File: src/rtl/mol_issue_pkg.sv
package mol_issue_pkg;

  localparam int ATOM_W      = 32;
  localparam int NUM_SLOTS   = 4;
  localparam int SHORT_SLOTS = 2;
  localparam int NUM_UNITS   = 5;
  localparam int FMT_W       = 3;
  localparam logic [FMT_W-1:0] FMT_RESERVED = 3'd7;

  typedef enum logic [2:0] {
    U_INT0 = 3'd0,
    U_INT1 = 3'd1,
    U_FP   = 3'd2,
    U_LS   = 3'd3,
    U_BR   = 3'd4,
    U_NONE = 3'd7
  } unit_e;

  // strobes from control to datapath
  typedef struct packed {
    logic load;   // capture the offered word
    logic issue;  // release the held word to its units
  } strobe_t;

  // fixed slot-to-unit map selected by the format code
  function automatic unit_e slotTarget(input logic [FMT_W-1:0] fmt, input int slot);
    unit_e m [NUM_SLOTS];
    case (fmt)
      3'd0:    m = '{U_INT0, U_INT1, U_LS,   U_BR};
      3'd1:    m = '{U_INT0, U_FP,   U_LS,   U_BR};
      3'd2:    m = '{U_INT0, U_INT1, U_FP,   U_LS};
      3'd3:    m = '{U_LS,   U_INT0, U_INT1, U_BR};
      3'd4:    m = '{U_FP,   U_INT0, U_NONE, U_BR};
      3'd5:    m = '{U_INT0, U_BR,   U_INT0, U_FP};
      3'd6:    m = '{U_BR,   U_NONE, U_LS,   U_NONE};
      default: m = '{U_NONE, U_NONE, U_NONE, U_NONE};
    endcase
    return m[slot];
  endfunction

endpackage

File: src/rtl/mol_issue_dp.sv
module mol_issue_dp
  import mol_issue_pkg::*;
#(
  parameter int AtomW    = ATOM_W,
  parameter int NumSlots = NUM_SLOTS,
  parameter int NumUnits = NUM_UNITS
) (
  input  logic                      clk,
  input  logic                      rstN,
  input  logic [NumSlots*AtomW-1:0] molData,
  input  strobe_t                   strb,
  output logic [NumUnits-1:0]       unitTarget,
  output logic                      molLegal,
  output logic [NumUnits-1:0]       unitValid,
  output logic [NumUnits*AtomW-1:0] unitAtom,
  output logic [NumUnits-1:0]       unitSetCc
);

  localparam int CcBit = AtomW - 1;

  logic [NumSlots*AtomW-1:0] molReg;
  logic                      isLong;
  logic [FMT_W-1:0]          fmtCode;
  unit_e                     slotUnit [NumSlots];
  logic [NumSlots-1:0]       slotLive;
  logic [NumUnits-1:0][NumSlots-1:0] hitMat;
  logic [NumUnits-1:0]       unitConflict;

  always_ff @(posedge clk) begin
    if (!rstN)          molReg <= '0;
    else if (strb.load) molReg <= molData;
  end

  assign isLong  = molReg[0];
  assign fmtCode = molReg[FMT_W:1];

  for (genvar s = 0; s < NumSlots; s++) begin : g_slot
    localparam bit InShort = (s < SHORT_SLOTS);
    assign slotUnit[s] = slotTarget(fmtCode, s);
    assign slotLive[s] = (InShort || isLong) && (slotUnit[s] != U_NONE);
    for (genvar u = 0; u < NumUnits; u++) begin : g_hit
      assign hitMat[u][s] = slotLive[s] && (slotUnit[s] == unit_e'(3'(u)));
    end
  end

  for (genvar u = 0; u < NumUnits; u++) begin : g_unit
    logic [AtomW-1:0] routed;
    always_comb begin
      routed = '0;
      for (int s = 0; s < NumSlots; s++) begin
        if (hitMat[u][s]) routed = routed | molReg[s*AtomW +: AtomW];
      end
    end
    assign unitConflict[u] = (hitMat[u] & (hitMat[u] - NumSlots'(1))) != '0;
    assign unitTarget[u]   = |hitMat[u];
    assign unitValid[u]    = strb.issue & unitTarget[u];
    assign unitSetCc[u]    = unitValid[u] & routed[CcBit];
    assign unitAtom[u*AtomW +: AtomW] = routed;
  end

  assign molLegal = (fmtCode != FMT_RESERVED) && (unitConflict == '0);

  // the held word does not change unless control loads a new one
  a_r6_hold_stable: assert property (@(posedge clk) disable iff (!rstN)
    !strb.load |=> $stable(molReg));

  // control never releases a word that decodes as illegal
  a_r8_issue_legal: assert property (@(posedge clk) disable iff (!rstN)
    strb.issue |-> molLegal);

endmodule

File: src/rtl/mol_issue_ctrl.sv
module mol_issue_ctrl
  import mol_issue_pkg::*;
#(
  parameter int NumUnits = NUM_UNITS
) (
  input  logic                clk,
  input  logic                rstN,
  input  logic                molValid,
  output logic                molReady,
  input  logic [NumUnits-1:0] unitReady,
  input  logic [NumUnits-1:0] unitTarget,
  input  logic                molLegal,
  output strobe_t             strb,
  output logic                illegalMol
);

  logic held;
  logic fire;
  logic drop;
  logic blocked;

  assign blocked    = (unitTarget & ~unitReady) != '0;
  assign fire       = held && molLegal && !blocked;
  assign drop       = held && !molLegal;
  assign molReady   = !held || fire || drop;
  assign illegalMol = drop;

  assign strb.load  = molValid && molReady;
  assign strb.issue = fire;

  always_ff @(posedge clk) begin
    if (!rstN)                held <= 1'b0;
    else if (strb.load)       held <= 1'b1;
    else if (fire || drop)    held <= 1'b0;
  end

  // a handshake always leaves a word held for the next cycle
  a_r1_accept_held: assert property (@(posedge clk) disable iff (!rstN)
    (molValid && molReady) |=> held);

  // a word that stays held keeps the fetch side stalled
  a_r6_stall_blocks: assert property (@(posedge clk) disable iff (!rstN)
    (held && !molReady) |=> held);

endmodule

File: src/rtl/molecule_issue.sv
module molecule_issue
  import mol_issue_pkg::*;
#(
  parameter int AtomW    = ATOM_W,
  parameter int NumSlots = NUM_SLOTS,
  parameter int NumUnits = NUM_UNITS
) (
  input  logic                      clk,
  input  logic                      rstN,
  input  logic                      molValid,
  output logic                      molReady,
  input  logic [NumSlots*AtomW-1:0] molData,
  input  logic [NumUnits-1:0]       unitReady,
  output logic [NumUnits-1:0]       unitValid,
  output logic [NumUnits*AtomW-1:0] unitAtom,
  output logic [NumUnits-1:0]       unitSetCc,
  output logic                      illegalMol
);

  strobe_t             strb;
  logic [NumUnits-1:0] unitTarget;
  logic                molLegal;

  mol_issue_ctrl #(.NumUnits(NumUnits)) u_ctrl (
    .clk        (clk),
    .rstN       (rstN),
    .molValid   (molValid),
    .molReady   (molReady),
    .unitReady  (unitReady),
    .unitTarget (unitTarget),
    .molLegal   (molLegal),
    .strb       (strb),
    .illegalMol (illegalMol)
  );

  mol_issue_dp #(.AtomW(AtomW), .NumSlots(NumSlots), .NumUnits(NumUnits)) u_dp (
    .clk        (clk),
    .rstN       (rstN),
    .molData    (molData),
    .strb       (strb),
    .unitTarget (unitTarget),
    .molLegal   (molLegal),
    .unitValid  (unitValid),
    .unitAtom   (unitAtom),
    .unitSetCc  (unitSetCc)
  );

  // no unit ever sees a valid without its ready (no partial issue)
  a_r5_no_partial: assert property (@(posedge clk) disable iff (!rstN)
    (unitValid & ~unitReady) == '0);

  // a discarded word reaches no unit
  a_r8_illegal_quiet: assert property (@(posedge clk) disable iff (!rstN)
    illegalMol |-> (unitValid == '0));

endmodule

File: config.mk
export PLATFORM = sky130hd
export DESIGN_NAME = molecule_issue
export DESIGN_NICKNAME = d
export VERILOG_FILES = /design/src/rtl/mol_issue_pkg.sv /design/src/rtl/mol_issue_dp.sv /design/src/rtl/mol_issue_ctrl.sv /design/src/rtl/molecule_issue.sv
export SDC_FILE = /design/constraint.sdc
export NUM_CORES = 1
export LEC_CHECK = 0
export ABC_CLOCK_PERIOD_IN_PS = 5900
export BUFFER_PORTS_ARGS = -buffer_cell sky130_fd_sc_hd__buf_2
export CORE_MARGIN = 3
export CORE_UTILIZATION = 50
export DETAILED_ROUTE_END_ITERATION = 6
export PLACE_DENSITY = 0.88
export SLEW_MARGIN = 20
export SYNTH_ARGS = -nofsm -noshare
export SYNTH_HDL_FRONTEND = slang
export SYNTH_SLANG_ARGS = --single-unit
export TNS_END_PERCENT = 10
File: constraint.sdc
create_clock -name clk -period 5.9 [get_ports clk]
set_input_delay 0.885 -clock clk [delete_from_list [all_inputs] [get_ports clk]]
set_output_delay 0.885 -clock clk [all_outputs]
set_load 0.03 [all_outputs]
# Word-level counts from Yosys, hierarchy flattened
# Cells that the tools add are included.
op_classes:
  muxes: 23
  add_sub_neg: 5
  bitwise_logic: 32
  n_eq_ne: 27
  n_reduce_logical: 51
op_table:
  columns: ["op", "n"]
  rows:
  - ["$mux 32", 20]
  - ["$or 32x32->32", 15]
  - ["$pmux 12 s7", 1]
  - ["$eq 3x2->1 const B", 10]
  - ["$logic_and 1x1->1", 27]
  - ["$eq 3x3->1 const B", 7]
  - ["$and 4x4->4", 5]
  - ["$reduce_bool 4->1", 5]
  - ["$reduce_or 4->1", 5]
  - ["$sub 4x1->4 const B", 5]
  - ["$eq 3x1->1 const B", 5]
  - ["$logic_not 3->1", 5]
  - ["$ne 3x3->1 const B", 5]
  - ["$and 1x1->1", 10]
  - ["$and 5x5->5", 1]
  - ["$logic_not 5->1", 1]
  - ["$not 5->5", 1]
  - ["$reduce_bool 5->1", 1]
  - ["$logic_not 1->1", 3]
  - ["$logic_or 1x1->1", 3]
  - ["$mux 1", 2]
  - ["$reduce_bool 2->1", 1]
totals:
  register_bits: 129
  elab_cells: 140
  output_inout_bits: 172
  in_bits: 136

# Logic depth before layout (Yosys ltp)
# Gate-level depths: netlist of run 1.
logic_depth:
  ltp_word: 16
  mapped_depth: 9
  ltp_nobuf: 5

# Hierarchy
# From an unflattened synthesis of run 1, not the netlist that was laid out.
hier_totals:
  hier_cells: 917
  area_unflattened_um2: 8034.0
by_module_without_submodules:
  columns: ["mod", "area_each_um2", "cells_per_inst", "n_inst", "seq_area_each_um2"]
  rows:
  - ["mol_issue_dp", 7910.1, 899, 1, 2562.5]
  - ["mol_issue_ctrl", 123.9, 18, 1, 20.0]

# Worst setup path before layout of run 1
# OpenSTA, ideal clock, no wires.
synth_path:
  path_kind: "input port to output port"
  from: "in unitReady[4]"
  to: "out unitSetCc[2]"
  path_buffers: 0
  t_required_ps: 5015
  path_slack_ps: 2328
  stages: 5
  t_arrival_ps: 2687
  path_cell_list: "and3b_4 > a2111oi_4 > o2111ai_1 > a21oi_1 > and2_1"
synth_between:
  elab_chain_len: 7
synth_rtl:
  columns: ["element", "line", "source"]
  rows:
  - ["start: declaration", "molecule_issue.sv:13", "input logic [NumUnits-1:0] unitReady,"]
  - ["$not 5->5", "mol_issue_ctrl.sv:22", "assign blocked = (unitTarget & ~unitReady) != '0;"]
  - ["$and 5x5->5", "mol_issue_ctrl.sv:22", null]
  - ["$reduce_bool 5->1", "mol_issue_ctrl.sv:22", null]
  - ["$logic_not 1->1", "mol_issue_ctrl.sv:23", "assign fire = held && molLegal && !blocked;"]
  - ["$logic_and 1x1->1", "mol_issue_ctrl.sv:23", null]
  - ["$and 1x1->1", "mol_issue_dp.sv:56", "assign unitValid[u] = strb.issue & unitTarget[u];"]
  - ["net unitValid[2]", "molecule_issue.sv:14", "output logic [NumUnits-1:0] unitValid,"]
  - ["$and 1x1->1", "mol_issue_dp.sv:57", "assign unitSetCc[u] = unitValid[u] & routed[CcBit];"]
  - ["end: declaration", "molecule_issue.sv:16", "output logic [NumUnits-1:0] unitSetCc,"]
# The timed path passes the listed nets, and every way through them passes these cells.

# Worst setup path after layout of run 1
layout_path:
  from: "reg u_dp.molReg[1]"
  to: "out unitAtom[35]"
layout_between:
  elab_chain_len: 11
  word_cells_on_any_way: 29
  cone_classes: "eq/ne (14); mux (5); bitwise (3); reduce/logical (7)"
layout_rtl:
  columns: ["element", "line", "source"]
  rows:
  - ["start: declaration", "mol_issue_dp.sv:21", "logic [NumSlots*AtomW-1:0] molReg;"]
  - ["start signal: assignment", "mol_issue_dp.sv:31", "else if (strb.load) molReg <= molData;"]
  - ["$eq 3x3->1 (tied with other cells)", "mol_issue_pkg.sv:28", "case (fmt)"]
  - ["$pmux 12 s7 (*)", "mol_issue_pkg.sv:28", null]
  - ["$ne 3x3->1 or $eq 3x1->1 (tied branches)", "mol_issue_dp.sv:40, mol_issue_dp.sv:42", null]
  - ["$logic_and 1x1->1", "mol_issue_dp.sv:42", "assign hitMat[u][s] = slotLive[s] && (slotUnit[s] == unit_e'(3'(u)));"]
  - ["$mux 32", "mol_issue_dp.sv:51", "if (hitMat[u][s]) routed = routed | molReg[s*AtomW +: AtomW];"]
  - ["$or 32x32->32", "mol_issue_dp.sv:51", null]
  - ["$mux 32", "mol_issue_dp.sv:51", null]
  - ["$or 32x32->32", "mol_issue_dp.sv:51", null]
  - ["$mux 32", "mol_issue_dp.sv:51", null]
  - ["$or 32x32->32", "mol_issue_dp.sv:51", null]
  - ["$mux 32 (*)", "mol_issue_dp.sv:51", null]
  - ["end: declaration", "molecule_issue.sv:15", "output logic [NumUnits*AtomW-1:0] unitAtom,"]
# Mark *: on every way between the ends. The rest lies on a longest branch, timed or not.

==> reports/qor.yml, run 1 <==
clock_tree:
  cts_sinks: 129
  clk_pin_slew_worst_paths_ns: 0.06
  cts_tree: "done"
  ctsResizeCount: 0
  htree_levels: 4
  worstSkewPairLatency_ns: 0.41
  cts_setup_buffers: 0
  holdBufCountCts: 0
  root_buffer: "clkbuf_16"
  clk_path_buf_depth: 2
  cts_buffers: 17
outcome:
  violations: "DRC"
  outcome: "finished with violations"
final_layout:
  fin_nets: 1363
  syn2layout_area_growth_pct: 24.2
  ff_latch_area_um2: 2580
  layout-drive-gt1-share_pct: 29.1
  fillers: 1322
  fin_util_pct: 64.4
  diodes: 0
  multi_input_area_um2: 4490
synth:
  syn_area_per_cell_um2: 8.07
  yosysUniqueCellTypes: 41
  netlist_top_cells_area: "dfxtp_1 32%, mux2i_1 16%, nand2_1 15%"
  postSynthCellCount: 992
  synth-seq-cells: 129
  synthMostInstantiatedCell: "nand2_1"
  yosys.area.top_type_share_pct: 32.3
  synth_top_cell_by_area: "dfxtp_1"
  synth_commonest_cells: "316 x nand2_1, 129 x dfxtp_1, 129 x mux2i_1"
  syn_nets: 1128
  synthFlopType: "dfxtp_1"
  syn_area_um2: 8000
  synth_edf_count: 0
  ys.warnings.count: 0
  ys_seq_area_share_pct: 32.3
  async_reset_ff_share_pct: 0
die:
  die_y_um: 133
  fp.dieW_um: 133
  start_util_pct: 51.9
  dieArea_um2: 17600
  coreArea_um2: 15400
  pin_count: 308
  num_rows: 45
critical_path:
  path_cells: "and3b_2 -> and2_1 -> buf_4 -> a22o_1 -> buf_2"
  required_ns: 5.02
  regToRegEndpoint: "u_dp.molReg[16]$_SDFFE_PN0P_"
  cp_slowest_cell: "dfxtp_1"
  r2r_setup_slack_ns: 2.81
  reg2reg_from: "u_dp.molReg[3]$_SDFFE_PN0P_"
  path_max_fanout: 34
  slowest_delay_ns: 0.89
  cp.arrival_ns: 3.78
  critPathKind: "flop to output port"
  cp-end-kind: "output port"
  reg2regPathDepth: 6
  cp-start-kind: "flop"
sta:
  clock_skew_ns: 0.0115
  period_share_pct: 79.1
  worst_pin_slew_ns: 1.08
  final_max_slew_viol_count: 0
  setup_viol: 0
  fin_setup_tns_ns: 0
  final-hold-violation-count: 0
  fmax_mhz: 214
  slew_headroom_pct: 27.8
  period_minus_slack_ns: 4.67
  grt_setup_unrepaired: "no"
  whs_ns: 0.498
power_and_ir_drop:
  power.density_nw_per_um2: 264
  vdd_drop_max_uv: 241
  total_leakage_power_nw: 5.40
  p_total_w: 0.00263
detailed_routing:
  viasPerCell: 6.16
  drt_wl_total_um: 27300
  ant_nets: 0
  drc: 124
  vias: 8932
  drt_pass1_iterations: 7
  wl_per_cell_um: 18.9
  drtIter0Drc: 1825
global_routing:
  grtUsageTotal_pct: 29.1
  met2_usage_pct: 47.1
  met1_usage_pct: 35.3
  grt_max_degree: 258
  gr-total-overflow: 0
  antenna_found_initial: 1
  grt_first_pass_wirelength_um: 42000
  grt_use_met3_pct: 7.41
  busiest_layer: "met2"
  grt_pass1_vias: 8192
hold_path:
  worstHoldStart: "u_dp.molReg[120]$_SDFFE_PN0P_"
  min_path_type: "flop to flop"
  min_to: "u_dp.molReg[120]$_SDFFE_PN0P_"
  whs_path_depth: 2
flow_run:
  cap_violations: 0
place:
  dp_hpwl_um: 18000
  gp_congestion: 0.878
  io_buffers: 307
-- worst max-delay path: cells and delay by family (launching register included) --
family | cells | cell delay (ns)
AO/OA/AOI/OAI | 1 | 0.21
AND/OR/NAND/NOR | 2 | 1.65
flip-flops | 1 | 0.89
buffers and inverters | 2 | 0.60
-- how the worst max path moves through the flow --
stage	to	start	slack (ns)
after CTS	unitAtom[35]	u_dp.molReg[1]$_SDFFE_PN0P_	1.34
after global placement	unitAtom[35]	u_dp.molReg[1]$_SDFFE_PN0P_	1.90
after detailed placement	unitAtom[35]	u_dp.molReg[1]$_SDFFE_PN0P_	1.75
after floorplan	unitSetCc[2]	unitReady[4]	2.33
final	unitAtom[35]	u_dp.molReg[1]$_SDFFE_PN0P_	1.23
after global routing	unitAtom[35]	u_dp.molReg[1]$_SDFFE_PN0P_	1.07
-- routing by layer --
layer | vias up | share of wire, %
li1 | 4032 | -
met1 | 4073 | 37
met2 | 717 | 47
met3 | 108 | 12
met4 | 2 | 3.9
met5 | - | 0.026
-- state kept, by name (all words and copies together), names as in the netlist --
| name | count |
|---|---|
| u_dp.molReg | 128 |
| u_ctrl.held | 1 |
-- metrics by stage --
step | cell area [um^2] | worst slack [ns] | cells
CTS | 9930 | 1.34 | 1450
detailed placement | 9350 | 1.75 | 1419
finish | 9940 | 1.23 | 1450
global route | 9940 | 1.07 | 1450
floorplan | 8000 | 2.33 | 992
global placement | 9350 | 1.90 | 1419
-- cell families (layout without fill, tap and decap cells) --
| family | count (synthesis) | after routing | share of synthesized area [%] |
|---|---|---|---|
| AO/OA/AOI/OAI | 187 | 187 | 22.0 |
| buffers and inverters | 196 | 443 | 12.2 |
| flip-flops | 129 | 129 | 32.3 |
| multiplexers | 129 | 129 | 16.1 |
| AND/OR/NAND/NOR | 351 | 351 | 17.4 |
-- cells in the final DEF (no fill, tap or decap), types with 3 or more instances in the layout --
cell type,count
nand2_1,316
buf_2,306
mux2i_1,129
dfxtp_1,129
a222oi_1,113
inv_1,94
a22o_1,36
clkbuf_16,17
nor2_1,10
buf_4,8
a221o_1,6
o21ai_0,6
a21oi_1,6
nor3_1,5
and2_1,4
nor2b_1,4
clkinvlp_4,4
a22oi_1,3
o22ai_1,3
clkbuf_8,3
clkbuf_1,3
buf_12,3
-- cell type report --
| class | instances | share of cell area, % |
|---|---|---|
| Multi-Input combinational cell | 667 | 45.2 |
| Sequential cell | 129 | 26.0 |
| Timing Repair Buffer | 318 | 16.7 |
| Clock buffer | 23 | 4.81 |
| Inverter | 94 | 3.55 |
| Tap cell | 211 | 2.66 |
| Clock inverter | 8 | 1.04 |
-- power by group --
group / leakage [nW] / internal [W] / switching (W) / total (W)
Combinational: 4.07 / 0.000200 / 0.000352 / 0.000552
Sequential: 1.06 / 0.000937 / 0.0000959 / 0.00103
Clock: 0.272 / 0.000654 / 0.000389 / 0.00104
(Power assumes the default switching activity.)
==> run 2, diff against run 1 <==
--- a/config.mk
+++ b/config.mk
@@ -5,12 +5,12 @@
 export SDC_FILE = /design/constraint.sdc
 export NUM_CORES = 1
 export LEC_CHECK = 0
-export ABC_CLOCK_PERIOD_IN_PS = 5900
+export ABC_CLOCK_PERIOD_IN_PS = 3700
 export BUFFER_PORTS_ARGS = -buffer_cell sky130_fd_sc_hd__buf_2
 export CORE_MARGIN = 3
-export CORE_UTILIZATION = 50
+export CORE_UTILIZATION = 45
 export DETAILED_ROUTE_END_ITERATION = 6
-export PLACE_DENSITY = 0.88
+export PLACE_DENSITY = 0.84
 export SLEW_MARGIN = 20
 export SYNTH_ARGS = -nofsm -noshare
 export SYNTH_HDL_FRONTEND = slang
==> constraint.sdc (replaced) <==
create_clock -name clk -period 3.7 [get_ports clk]
set_input_delay 0.555 -clock clk [delete_from_list [all_inputs] [get_ports clk]]
set_output_delay 0.555 -clock clk [all_outputs]
set_load 0.03 [all_outputs]
==> run 2 against run 1 <==
Net effect: the run still ends with DRC left; register-to-register slack got worse by 1.7 ns; largest power group is now sequential cells; critical endpoint is now unitAtom[127]; via count decreased by 0.11%; first-iteration DRC count decreased by 11%; combinational power increased by 64%; final cell count increased by 2.1%; cell area increased by 1.1%.
==> reports/qor.yml, run 2 (same netlist as run 1, synthesis figures left out) <==
final_layout:
  syn2layout_area_growth_pct: 25.6
  final_cell_mix: "316 x nand2_1, 306 x buf_2, 129 x mux2i_1"
  fin_nets: 1377
  reg.largest.list: "u_dp.molReg (128), u_ctrl.held (1)"
  regMostFlops: "u_dp.molReg"
  layout-drive-gt1-share_pct: 30.4
  final_common_cell: "nand2_1"
  fillers: 1571
  largest_reg_flops: 128
die:
  dieArea_um2: 19400
  fp.dieW_um: 139
  pin_count: 308
  num_rows: 48
  die_y_um: 139
  coreArea_um2: 17400
  start_util_pct: 46.1
detailed_routing:
  wl_per_cell_um: 18.9
  drt_wl_total_um: 28000
  drtIter0Drc: 1626
  drt_pass1_iterations: 7
  drc: 51
  ant_nets: 0
  viasPerCell: 6.03
  vias: 8922
place:
  io_buffers: 307
  dp_hpwl_um: 19600
  gp_congestion: 0.865
power_and_ir_drop:
  swShare_pct: 34.3
  p_total_w: 0.00414
  seqPwrFrac_pct: 39.6
  total_leakage_power_nw: 5.49
  netSwitchingPower_w: 0.00142
  power.density_nw_per_um2: 412
  p_int_w: 0.00272
  comb_power_share_pct: 21.8
  vdd_drop_max_uv: 316
  p_clk_share_pct: 38.6
critical_path:
  required_ns: 3.14
  path_cells: "inv_1 -> and3_1 -> buf_4 -> o21a_1 -> buf_4 -> a222oi_1 -> inv_1 -> buf_2"
  r2r_setup_slack_ns: 1.09
  slowest_delay_ns: 0.61
  cp-end-kind: "output port"
  critPathKind: "flop to output port"
  reg2reg_from: "u_dp.molReg[3]$_SDFFE_PN0P_"
  cp_slowest_cell: "dfxtp_1"
  regToRegEndpoint: "u_dp.molReg[48]$_SDFFE_PN0P_"
  reg2regPathDepth: 7
  path_max_fanout: 20
  cp.arrival_ns: 2.92
  cp-start-kind: "flop"
sta:
  final_max_slew_viol_count: 0
  clock_skew_ns: 0.00803
  final-hold-violation-count: 0
  setup_viol: 0
  fin_setup_tns_ns: 0
  grt_setup_unrepaired: "no"
  period_minus_slack_ns: 3.48
  slew_headroom_pct: 30.9
  worst_pin_slew_ns: 1.03
  period_share_pct: 94.0
  fmax_mhz: 287
clock_tree:
  clk_pin_slew_worst_paths_ns: 0.06
  worstSkewPairLatency_ns: 0.41
  htree_levels: 4
  cts_sinks: 129
  holdBufCountCts: 0
  cts_tree: "done"
  root_buffer: "clkbuf_16"
  clk_path_buf_depth: 2
  cts_buffers: 17
hold_path:
  min_path_type: "input port to flop"
  worstHoldStart: "molData[49]"
  whs_path_depth: 3
  min_to: "u_dp.molReg[49]$_SDFFE_PN0P_"
outcome:
  violations: "DRC"
  outcome: "finished with violations"
global_routing:
  grt_first_pass_wirelength_um: 44700
  antenna_found_initial: 1
  grt_pass1_vias: 8616
  gr-total-overflow: 0
  grtUsageTotal_pct: 27.7
  grt_max_degree: 107
flow_run:
  cap_violations: 0
[run 2: layout make-up]
| class | count | area (um^2) | share of cell area, % |
|---|---|---|---|
| multi-input combinational | 667 | 4490 | 44.6 |
| sequential | 129 | 2580 | 25.7 |
| timing repair buffer | 332 | 1780 | 17.7 |
| clock buffer | 18 | 439 | 4.37 |
| inverter | 94 | 353 | 3.51 |
| tap | 225 | 282 | 2.80 |
| clock inverter | 14 | 123 | 1.22 |
| antenna | 1 | 2.50 | 0.0249 |
[run 2: metrics by stage]
step | instance area (um^2) | hold WS, ns | setup WS [ns] | utilization (%) | cells
global route | 10000 | 0.368 | 0.0629 | 57.9 | 1480
CTS | 10000 | 0.365 | 0.106 | 57.9 | 1479
global placement | 9480 | 0.472 | 0.677 | 54.6 | 1447
detailed placement | 9480 | 0.482 | 0.569 | 54.6 | 1447
floorplan | 8000 | 0.459 | 0.788 | - | 992
finish | 10000 | 0.382 | 0.220 | 57.9 | 1480
[run 2: repair_timing]
action                                  4_1_cts  5_1_grt
gates resized for setup                       0        1
endpoints found under the setup margin        0        4
buffers inserted                              0        0
[run 2: how the worst max path moves through the flow]
stage | slack (ns) | from | depth (start not counted) | endpoint
floorplan | 0.79 | unitReady[4] | 5 | unitSetCc[2]
finish | 0.22 | u_dp.molReg[1]$_SDFFE_PN0P_ | 8 | unitAtom[127]
global route | 0.06 | u_dp.molReg[1]$_SDFFE_PN0P_ | 8 | unitSetCc[3]
global placement | 0.68 | u_dp.molReg[2]$_SDFFE_PN0P_ | 6 | unitSetCc[0]
CTS | 0.11 | u_dp.molReg[2]$_SDFFE_PN0P_ | 6 | unitSetCc[2]
detailed placement | 0.57 | u_dp.molReg[2]$_SDFFE_PN0P_ | 6 | unitSetCc[2]
[run 2: worst max-delay path, delay by kind of cell, from the launching register on]
kind | cells | cell delay, ns
AOI/OAI and AO/OA | 2 | 0.76
buffers and inverters | 5 | 0.94
DFF | 1 | 0.61
and+or+nand+nor | 1 | 0.21
[run 2: power groups by stage]
stage / Combinational, W / Clock, W / Sequential, W
floorplan: 0.000671 / 0 / 0.00161
global placement: 0.000880 / 0 / 0.00165
detailed placement: 0.000891 / 0 / 0.00166
CTS: 0.000894 / 0.00163 / 0.00163
global route: 0.000965 / 0.00169 / 0.00165
finish: 0.000903 / 0.00160 / 0.00164
[run 2: routing by layer]
| metal | up-vias | GRT usage [%] | share of wire [%] |
|---|---|---|---|
| met2 | 742 | 45.4 | 46 |
| li1 | 4060 | - | - |
| met3 | 99 | 7.42 | 12 |
| met5 | - | 0 | 0 |
| met4 | 0 | 11.0 | 3.1 |
| met1 | 4021 | 34.8 | 38 |
